===== config.mk =====
export PLATFORM = sky130hd
export DESIGN_NAME = store_commit_buf
export DESIGN_NICKNAME = d
export VERILOG_FILES = /design/src/rtl/scb_pkg.sv /design/src/rtl/scb_fifo.sv /design/src/rtl/scb_ack_ctrl.sv /design/src/rtl/scb_fwd.sv /design/src/rtl/store_commit_buf.sv
export SDC_FILE = /design/constraint.sdc
export NUM_CORES = 1
export LEC_CHECK = 0
export BUFFER_PORTS_ARGS = -buffer_cell sky130_fd_sc_hd__buf_2
export CORE_UTILIZATION = 53
export CTS_CLUSTER_DIAMETER = 60
export DETAILED_ROUTE_END_ITERATION = 10
export PLACE_DENSITY = 0.78
export SLEW_MARGIN = 20
export SYNTH_ARGS = -nofsm -noshare
export SYNTH_HDL_FRONTEND = slang
export SYNTH_SLANG_ARGS = --single-unit

===== constraint.sdc =====
create_clock -name clk -period 3.2 [get_ports clk]
set_clock_uncertainty 0.2 [all_clocks]
set_input_delay 0.16 -clock clk [delete_from_list [all_inputs] [get_ports clk]]
set_output_delay 0.16 -clock clk [all_outputs]
set_load 0.05 [all_outputs]

===== src/rtl/scb_pkg.sv =====
package scb_pkg;
    parameter int ADDR_W = 16;
    parameter int DATA_W = 32;

    typedef struct packed {
        logic [ADDR_W-1:0] addr;
        logic [DATA_W-1:0] data;
    } entry_t;

    function automatic entry_t make_entry(input logic [ADDR_W-1:0] a,
                                          input logic [DATA_W-1:0] d);
        entry_t e;
        e.addr = a;
        e.data = d;
        return e;
    endfunction
endpackage


===== src/rtl/scb_fifo.sv =====
module scb_fifo
    import scb_pkg::*;
#(
    parameter int DEPTH = 4
) (
    input  logic   clk,
    input  logic   rst,
    input  logic   push,
    input  entry_t push_ent,
    input  logic   pop,
    output entry_t head_ent,
    output logic   head_valid,
    output logic   full,
    output logic [$clog2(DEPTH+1)-1:0] count,
    output entry_t age_ent [DEPTH],
    output logic   age_vld [DEPTH]
);
    localparam int PW = $clog2(DEPTH);
    localparam int CW = $clog2(DEPTH+1);

    entry_t mem [DEPTH];
    logic [PW-1:0] rd_ptr, wr_ptr;
    logic [CW-1:0] cnt;

    always_ff @(posedge clk) begin
        if (rst) begin
            rd_ptr <= '0;
            wr_ptr <= '0;
            cnt    <= '0;
        end else begin
            if (push) begin
                mem[wr_ptr] <= push_ent;
                wr_ptr      <= wr_ptr + 1'b1;
            end
            if (pop) rd_ptr <= rd_ptr + 1'b1;
            case ({push, pop})
                2'b10:   cnt <= cnt + 1'b1;
                2'b01:   cnt <= cnt - 1'b1;
                default: cnt <= cnt;
            endcase
        end
    end

    // Entries listed oldest first
    for (genvar g = 0; g < DEPTH; g++) begin : g_age
        assign age_ent[g] = mem[rd_ptr + PW'(g)];
        assign age_vld[g] = (CW'(g) < cnt);
    end

    assign head_ent   = mem[rd_ptr];
    assign head_valid = (cnt != '0);
    assign full       = (cnt == CW'(DEPTH));
    assign count      = cnt;

    assert_no_overflow_R8: assert property (@(posedge clk) disable iff (rst)
        push |-> (cnt != CW'(DEPTH)));
    assert_no_underflow_R5: assert property (@(posedge clk) disable iff (rst)
        pop |-> (cnt != '0));
endmodule


===== src/rtl/scb_ack_ctrl.sv =====
module scb_ack_ctrl #(
    parameter int PEERS = 3
) (
    input  logic clk,
    input  logic rst,
    input  logic head_valid,
    input  logic ack,
    output logic inv_req,
    output logic commit
);
    localparam int AKW = $clog2(PEERS+1);

    logic           issued;
    logic [AKW-1:0] ack_cnt;

    assign inv_req = head_valid && !issued;
    assign commit  = head_valid && issued && (ack_cnt == AKW'(PEERS));

    always_ff @(posedge clk) begin
        if (rst || commit) begin
            issued  <= 1'b0;
            ack_cnt <= '0;
        end else begin
            if (inv_req) issued <= 1'b1;
            if (issued && ack && (ack_cnt != AKW'(PEERS)))
                ack_cnt <= ack_cnt + 1'b1;
        end
    end

    always_ff @(posedge clk) begin
        if (!rst) assert_ack_cap_R4: assert (ack_cnt <= AKW'(PEERS));
    end

    assert_inv_pulse_R2: assert property (@(posedge clk) disable iff (rst)
        inv_req |=> !inv_req);
    assert_commit_gap_R5: assert property (@(posedge clk) disable iff (rst)
        commit |=> !commit);
endmodule


===== src/rtl/scb_fwd.sv =====
module scb_fwd
    import scb_pkg::*;
#(
    parameter int DEPTH = 4
) (
    input  entry_t             age_ent [DEPTH],
    input  logic               age_vld [DEPTH],
    input  logic [ADDR_W-1:0]  ld_addr,
    input  logic [DATA_W-1:0]  cache_data,
    output logic [DATA_W-1:0]  ld_data,
    output logic               ld_fwd
);
    logic [DATA_W-1:0] hit_data;

    // Later (younger) matches override earlier ones
    always_comb begin
        ld_fwd   = 1'b0;
        hit_data = '0;
        for (int i = 0; i < DEPTH; i++) begin
            if (age_vld[i] && (age_ent[i].addr == ld_addr)) begin
                ld_fwd   = 1'b1;
                hit_data = age_ent[i].data;
            end
        end
    end

    assign ld_data = ld_fwd ? hit_data : cache_data;
endmodule


===== src/rtl/store_commit_buf.sv =====
module store_commit_buf
    import scb_pkg::*;
#(
    parameter int DEPTH = 4,
    parameter int PEERS = 3
) (
    input  logic              clk,
    input  logic              rst,
    input  logic              st_valid,
    input  logic [ADDR_W-1:0] st_addr,
    input  logic [DATA_W-1:0] st_data,
    output logic              st_ready,
    input  logic              st_fence,
    input  logic [ADDR_W-1:0] ld_addr,
    output logic [DATA_W-1:0] ld_data,
    output logic              ld_fwd,
    output logic [ADDR_W-1:0] cache_rd_addr,
    input  logic [DATA_W-1:0] cache_rd_data,
    output logic              cache_wr_en,
    output logic [ADDR_W-1:0] cache_wr_addr,
    output logic [DATA_W-1:0] cache_wr_data,
    output logic              inv_req,
    output logic [ADDR_W-1:0] inv_addr,
    input  logic              inv_ack
);
    localparam int CW = $clog2(DEPTH+1);

    entry_t         head_ent;
    entry_t         age_ent [DEPTH];
    logic           age_vld [DEPTH];
    logic           head_valid, full, push, commit;
    logic [CW-1:0]  count;
    logic           drain_q, fence_block;

    assign fence_block = drain_q || (st_fence && head_valid);
    assign st_ready    = !full && !fence_block;
    assign push        = st_valid && st_ready;

    always_ff @(posedge clk) begin
        if (rst) drain_q <= 1'b0;
        else     drain_q <= fence_block && (count != CW'(commit));
    end

    scb_fifo #(.DEPTH(DEPTH)) u_fifo (
        .clk(clk), .rst(rst), .push(push),
        .push_ent(make_entry(st_addr, st_data)),
        .pop(commit), .head_ent(head_ent), .head_valid(head_valid),
        .full(full), .count(count), .age_ent(age_ent), .age_vld(age_vld)
    );

    scb_ack_ctrl #(.PEERS(PEERS)) u_ack (
        .clk(clk), .rst(rst), .head_valid(head_valid), .ack(inv_ack),
        .inv_req(inv_req), .commit(commit)
    );

    scb_fwd #(.DEPTH(DEPTH)) u_fwd (
        .age_ent(age_ent), .age_vld(age_vld), .ld_addr(ld_addr),
        .cache_data(cache_rd_data), .ld_data(ld_data), .ld_fwd(ld_fwd)
    );

    assign cache_rd_addr = ld_addr;
    assign cache_wr_en   = commit;
    assign cache_wr_addr = head_ent.addr;
    assign cache_wr_data = head_ent.data;
    assign inv_addr      = head_ent.addr;

    assert_fence_hold_R9: assert property (@(posedge clk) disable iff (rst)
        drain_q |-> !st_ready);
    assert_wr_needs_inv_R3: assert property (@(posedge clk) disable iff (rst)
        inv_req |-> !cache_wr_en);
endmodule


==> flow_summary.json, run 1 <==
{
  "status": "finished with violations",
  "violations": "setup timing",
  "synth.avg_cell_area_um2": 12.9,
  "drv_cap": 0,
  "final_common_cell": "edfxtp_1",
  "async_reset_ff_share_pct": 0,
  "avgViaCountPerCell": 6.96,
  "vdd_drop_max_mv": 0.443,
  "pwr_density_cell_nw_per_um2": 380,
  "synth_nets": 1193,
  "overflow": 0,
  "clock.fmax_mhz": 236,
  "muxShareOfSynthArea_pct": 26.1,
  "ctsHtreeMaxLevel": 1,
  "cts_tree": "yes",
  "clk_pin_slew_ns": 0.06,
  "start_util_pct": 54.7,
  "die_y_um": 164,
  "crit_path_start_kind": "flip-flop",
  "worst_slew_pin_slew_ns": 1.02,
  "clock_path_buffers": 3,
  "drive_gt1_share_pct": 49.8,
  "fin_util_pct": 76.4,
  "leakagePower_uw": 0.00658,
  "grt_antenna_before_repair": 2,
  "layout_common_cells": "edfxtp_1 (192), buf_2 (183), buf_4 (143)",
  "drv_slew": 0,
  "insertion_delay_ns": 0.53,
  "path_class": "reg2out",
  "num_vias": 12380,
  "fp.coreArea_um2": 25500,
  "synth_cell_type_count": 59,
  "post_drt_wl_per_cell_um": 26.3,
  "arrival_ns": 3.88,
  "rsz0062_at_grt": "yes",
  "die_area_um2": 27000,
  "synth_top_family_by_area": "multiplexers",
  "area_growth_pct": 39.6,
  "required_ns": 2.84,
  "numClockSinks": 205,
  "finalPower_uw": 7400,
  "drtIter0Drc": 1819,
  "port_buffers": 216,
  "die_w_um": 164,
  "grt_pass1_wl_mm": 68.5,
  "grt_usage_pct": 33.5,
  "synthFlopType": "edfxtp_1",
  "r2r-start": "u_fifo.count[0]",
  "ys_warn_count": 0,
  "finalWorstSetupSlack_ns": -1.04,
  "post-route-min-period_ns": 4.24,
  "firstDrtPassIters": 7,
  "netlist_instances": 1082,
  "hold_violations": 0,
  "detail-route-antenna-nets": 0,
  "yosys.area_share.simple_pct": 7.46,
  "grt_pass1_vias": 12297,
  "critical-path-slowest-cell": "mux4_2",
  "syn_area_um2": 13900,
  "seq_area_frac_synth_pct": 43.2,
  "end_kind": "output port",
  "cp_max_fo": 10,
  "clockRootBuffer": "clkbuf_16",
  "place_congestion": 0.913,
  "cpPeakStageDelay_ns": 0.54,
  "fin_crit_sh_pct": 132,
  "fin_nets": 1538,
  "synth_xor_area_share_pct": 4.59,
  "grt_max_degree": 73,
  "min_path_type": "in2reg",
  "place_hpwl_mm": 29.4,
  "routed_wirelength_mm": 46.8,
  "crit_path_frequent_cell": "buf_12",
  "synth_compound_gate_area_share_pct": 11.1,
  "crit_start": "u_fifo.rd_ptr[0]",
  "hp-start": "st_data[13]",
  "synth_adder_area_share_pct": 0.897,
  "synth_seq_cells": 205,
  "num_rows": 58,
  "path_cells": "buf_12 -> buf_12 -> mux4_2 -> xnor2_2 -> nand4_1 -> nand4b_1 -> buf_12 -> buf_12 -> buf_12 -> a2111oi_1 -> o311ai_2 -> a31oi_4 -> buf_6",
  "io_pins": 217,
  "drc": 0,
  "slew_headroom_pct": 31.7,
  "cts_made_buffers": 26,
  "finalSetupViolCount": 33,
  "synth-edff-count": 192
}
state kept, by name (all words and copies together), names as in the netlist, named ones only:
signal,flops
u_fifo.count,3
drain_q,1
u_fifo.rd_ptr,2
u_ack.issued,1
u_ack.ack_cnt,2
u_fifo.wr_ptr,2
u_fifo.mem,192
cells in the mapped netlist, drive strengths merged (2+ instances only):
library cell,number,area (um2)
nand3,2,10.0
nor2,53,199
inv,38,143
xor2,30,263
ha,10,125
a21oi,10,50.1
o211ai,33,253
o21ai,2,10.0
mux2i,66,661
o311ai,32,280
clkinv,2,7.51
nor3,41,210
nand2,41,154
a2111oi,67,608
and3,3,18.8
nor2b,2,12.5
and2,6,37.5
o221ai,2,17.5
buf,80,541
clkbuf,63,239
and4b,2,20.0
nand3b,32,240
mux2,37,417
edfxtp,192,5770
mux4,112,2560
nor4,7,50.1
dfxtp,13,260
o22ai,3,18.8
xnor2,43,377
nand4,6,37.5
a31oi,32,200
nand2b,2,12.5
a22oi,3,22.5
report_power, final:
group	switching (uW)	total (uW)	internal, uW	leakage [uW]
Sequential	86.3	3150	3070	0.00185
Clock	1180	2880	1700	0.000405
Combinational	866	1370	501	0.00433
Total	2130	7400	5270	0.00658
final cells by class:
type | instances | area [um2]
Tap cell | 330 | 413
Clock inverter | 20 | 175
Clock buffer | 28 | 679
Sequential cell | 205 | 6040
Timing Repair Buffer | 460 | 3790
Antenna cell | 2 | 5.00
Multi-Input combinational cell | 694 | 8210
Inverter | 40 | 150
Fill cell | 1385 | 6010
critical path: cells and delay by family (launching register included):
family	cells	cell delay, ns
AO/OA/AOI/OAI	3	0.83
multiplexers	1	0.54
AND/OR/NAND/NOR	2	0.47
buffers and inverters	6	0.92
flip-flops	1	0.40
XOR/XNOR	1	0.18
path summary, 6_finish.rpt:
check,to,slack [ns],cells past startpoint
max,ld_data[26],-1.04,13
min,u_fifo.mem[3][13],0.17,2
max reg2reg,u_fifo.wr_ptr[1],0.31,10
min reg2reg,u_ack.ack_cnt[0],0.34,2
metal layers:
layer	vias up	global-route usage, %	wire (um)
li1	5058	-	-
met1	6062	41.8	16700
met2	1018	56.6	22800
met3	242	5.81	4840
met4	0	15.7	2360
met5	-	0	0
per-stage QoR:
| stage | hold slack, ns | instances | worst slack, ns | TNS, ns | instance area, um2 |
|---|---|---|---|---|---|
| after detailed placement | 0.177 | 1648 | -0.525 | -13.24 | 17000 |
| after floorplan | 0.0385 | 1082 | -0.288 | -8.18 | 14700 |
| after global routing | 0.181 | 1778 | -1.11 | -32.89 | 19500 |
| after CTS | 0.157 | 1770 | -0.815 | -25.63 | 19100 |
| after global placement | 0.171 | 1648 | -0.455 | -11.21 | 17000 |
| final | 0.172 | 1779 | -1.04 | -31.17 | 19500 |
what timing repair did:
item                       CTS  global route
resized for setup          147            38
hold endpoints to repair   205             0
hold buffers                54             0
buffers inserted            19             6
pin swaps                   21             8
setup endpoints to repair   33            33
gates cloned                 2             1
cells by family (layout without fill, tap and decap cells):
group / count (synthesis) / after routing
buf+inv: 183 / 548
xor+xnor: 73 / 73
fa+ha+maj: 10 / 10
mux: 215 / 215
simple gates: 202 / 202
flops: 205 / 205
compound gates: 194 / 194
other cells: 0 / 2
(Power assumes the default switching activity.)
==> run 2: changes to the inputs <==
- CELL_PAD_IN_SITES_DETAIL_PLACEMENT: default -> 1
- CELL_PAD_IN_SITES_GLOBAL_PLACEMENT: default -> 1
- CORE_UTILIZATION: 53 -> 43
- PLACE_DENSITY: 0.78 -> default
- PLACE_DENSITY_LB_ADDON: default -> 0.1
- SLEW_MARGIN: 20 -> 30
==> flow_summary.json, run 2 (synthesis results as in run 1) <==
{
  "placed_area_um2": 17300,
  "layout_common_cells": "edfxtp_1 (192), buf_2 (183), buf_4 (164)",
  "avgViaCountPerCell": 6.51,
  "rsz0062_at_grt": "yes",
  "insertion_delay_ns": 0.55,
  "path_class": "reg2out",
  "finalSetupViolCount": 33,
  "cts_made_buffers": 27,
  "die_y_um": 182,
  "arrival_ns": 3.84,
  "num_vias": 12308,
  "final_area_um2": 21000,
  "vdd_drop_max_mv": 0.430,
  "min_path_type": "in2reg",
  "fin_nets": 1582,
  "p_sw_share_pct": 29.9,
  "r2r-start": "u_fifo.count[1]",
  "dp.cells": 1744,
  "cp_max_fo": 18,
  "die_area_um2": 33100,
  "routed_wirelength_mm": 56.6,
  "status": "finished with violations",
  "drive_gt1_share_pct": 54.8,
  "crit_path_start_kind": "flip-flop",
  "drv_cap": 0,
  "clockRootBuffer": "clkbuf_16",
  "firstDrtPassIters": 6,
  "final_common_cell": "edfxtp_1",
  "end_kind": "output port",
  "largest-register": "u_fifo.mem",
  "cp_num_buf_inv": 6,
  "detail-route-antenna-nets": 0,
  "regToRegEndpoint": "u_fifo.mem[0][28]",
  "clockPowerShare_pct": 38.2,
  "grt_antenna_before_repair": 1,
  "critical-path-slowest-cell": "mux4_2",
  "hold_depth": 2,
  "start_util_pct": 44.0,
  "drv_slew": 0,
  "cts_tree": "yes",
  "grt_usage_pct": 30.9,
  "drtIter0Drc": 1122,
  "fin_cells": 1891,
  "p_int_uw": 5260,
  "place_hpwl_mm": 33.5,
  "grt_pass1_vias": 12701,
  "required_ns": 2.84,
  "ctsHtreeMaxLevel": 1,
  "clk_pin_slew_ns": 0.06,
  "numClockSinks": 205,
  "grt_pass1_wl_mm": 77.6,
  "clock_path_buffers": 3,
  "slew_headroom_pct": 31.6,
  "port_buffers": 216,
  "hold-path-endpoint": "u_fifo.mem[3][14]",
  "post_drt_wl_per_cell_um": 29.9,
  "path_delay_family": "buffers and inverters",
  "p_comb_share_pct": 19.7,
  "area_growth_pct": 50.3,
  "drc": 0,
  "finalWorstSetupSlack_ns": -1.00,
  "die_w_um": 182,
  "cpPeakStageDelay_ns": 0.52,
  "largest_register_ffs": 192,
  "grt_max_degree": 66,
  "worst_slew_pin_slew_ns": 1.03,
  "pwr_density_cell_nw_per_um2": 358,
  "sequentialPowerShare_pct": 42.1,
  "p_sw_uw": 2240,
  "fp.coreArea_um2": 31700,
  "io_pins": 217,
  "post-route-min-period_ns": 4.20,
  "fin_crit_sh_pct": 131,
  "place_congestion": 0.841,
  "hold_violations": 0,
  "hp-start": "st_data[14]",
  "clock.fmax_mhz": 238,
  "path_cells": "buf_8 -> buf_6 -> mux4_2 -> xor2_1 -> nor3_2 -> buf_4 -> o211a_4 -> buf_12 -> a2111oi_0 -> o311ai_1 -> buf_4 -> a31oi_4 -> buf_6",
  "leakagePower_uw": 0.00692,
  "violations": "setup timing",
  "num_rows": 65,
  "reg2reg_depth": 10,
  "overflow": 0,
  "r2r_slack_ns": 0.26
}
-- run 2: cell types whose count changed in the layout (fill, tap and decap cells not counted), sizes merged --
cell      change
buf          +37
bufinv        -1
clkbuf       +10
clkinv        -3
clkinvlp      -4
diode         -1
inv           +2
-- run 2: what timing repair did --
item | 4_1_cts | 5_1_grt
pin swaps | 22 | 40
hold endpoints to repair | 205 | 0
gates resized for setup | 201 | 110
cloned | 4 | 7
buffers inserted | 22 | 19
hold buffers | 54 | 0
setup endpoints to repair | 33 | 33
-- run 2: final cells by class --
| type | count | area (um2) |
|---|---|---|
| clock inverter | 14 | 124 |
| tap | 402 | 503 |
| multi-input combinational | 694 | 9060 |
| clock buffer | 32 | 704 |
| sequential | 205 | 6040 |
| antenna | 1 | 2.50 |
| inverter | 40 | 150 |
| timing repair buffer | 503 | 4370 |
| fill | 2950 | 10800 |
-- run 2: metrics by stage --
stage	worst slack, ns	power [uW]	utilization (%)	setup TNS (ns)	hold WS (ns)
detailed placement	-0.673	4490	54.6	-19.58	0.178
floorplan	-0.288	4030	-	-8.18	0.0385
CTS	-0.956	7460	62.5	-29.28	0.131
global placement	-0.572	4450	54.6	-16.15	0.172
finish	-1.00	7500	66.1	-30.41	0.144
global route	-1.20	7700	66.0	-33.85	0.157
-- run 2: power groups by stage --
stage	clock [uW]	combinational (uW)	sequential, uW
floorplan	0	847	3180
global placement	0	1260	3190
detailed placement	0	1280	3200
CTS	2900	1410	3150
global route	3000	1540	3170
finish	2870	1480	3160
-- run 2: how the worst max path moves through the flow --
stage	startpoint	end	slack, ns	depth (start not counted)
6_report	u_fifo.rd_ptr[0]	ld_data[31]	-1.00	13
3_5_place_dp	flip-flop	ld_data[1]	-0.67	11
2_1_floorplan	flip-flop	ld_data[15]	-0.29	10
4_1_cts	u_fifo.rd_ptr[0]	ld_data[16]	-0.96	15
5_1_grt	u_fifo.rd_ptr[0]	ld_data[31]	-1.20	13
3_3_place_gp	u_fifo.rd_ptr[0]	ld_data[14]	-0.57	11
-- run 2: per-layer routing --
metal / wire length [um] / global-route usage (%) / part of all wire, % / up-vias
met3: 3480 / 3.67 / 6.2 / 151
li1: - / - / - / 5145
met2: 28200 / 53.1 / 50 / 630
met1: 22900 / 40.7 / 40 / 6380
met5: 12 / 0 / 0.021 / -
met4: 2020 / 10.5 / 3.6 / 2
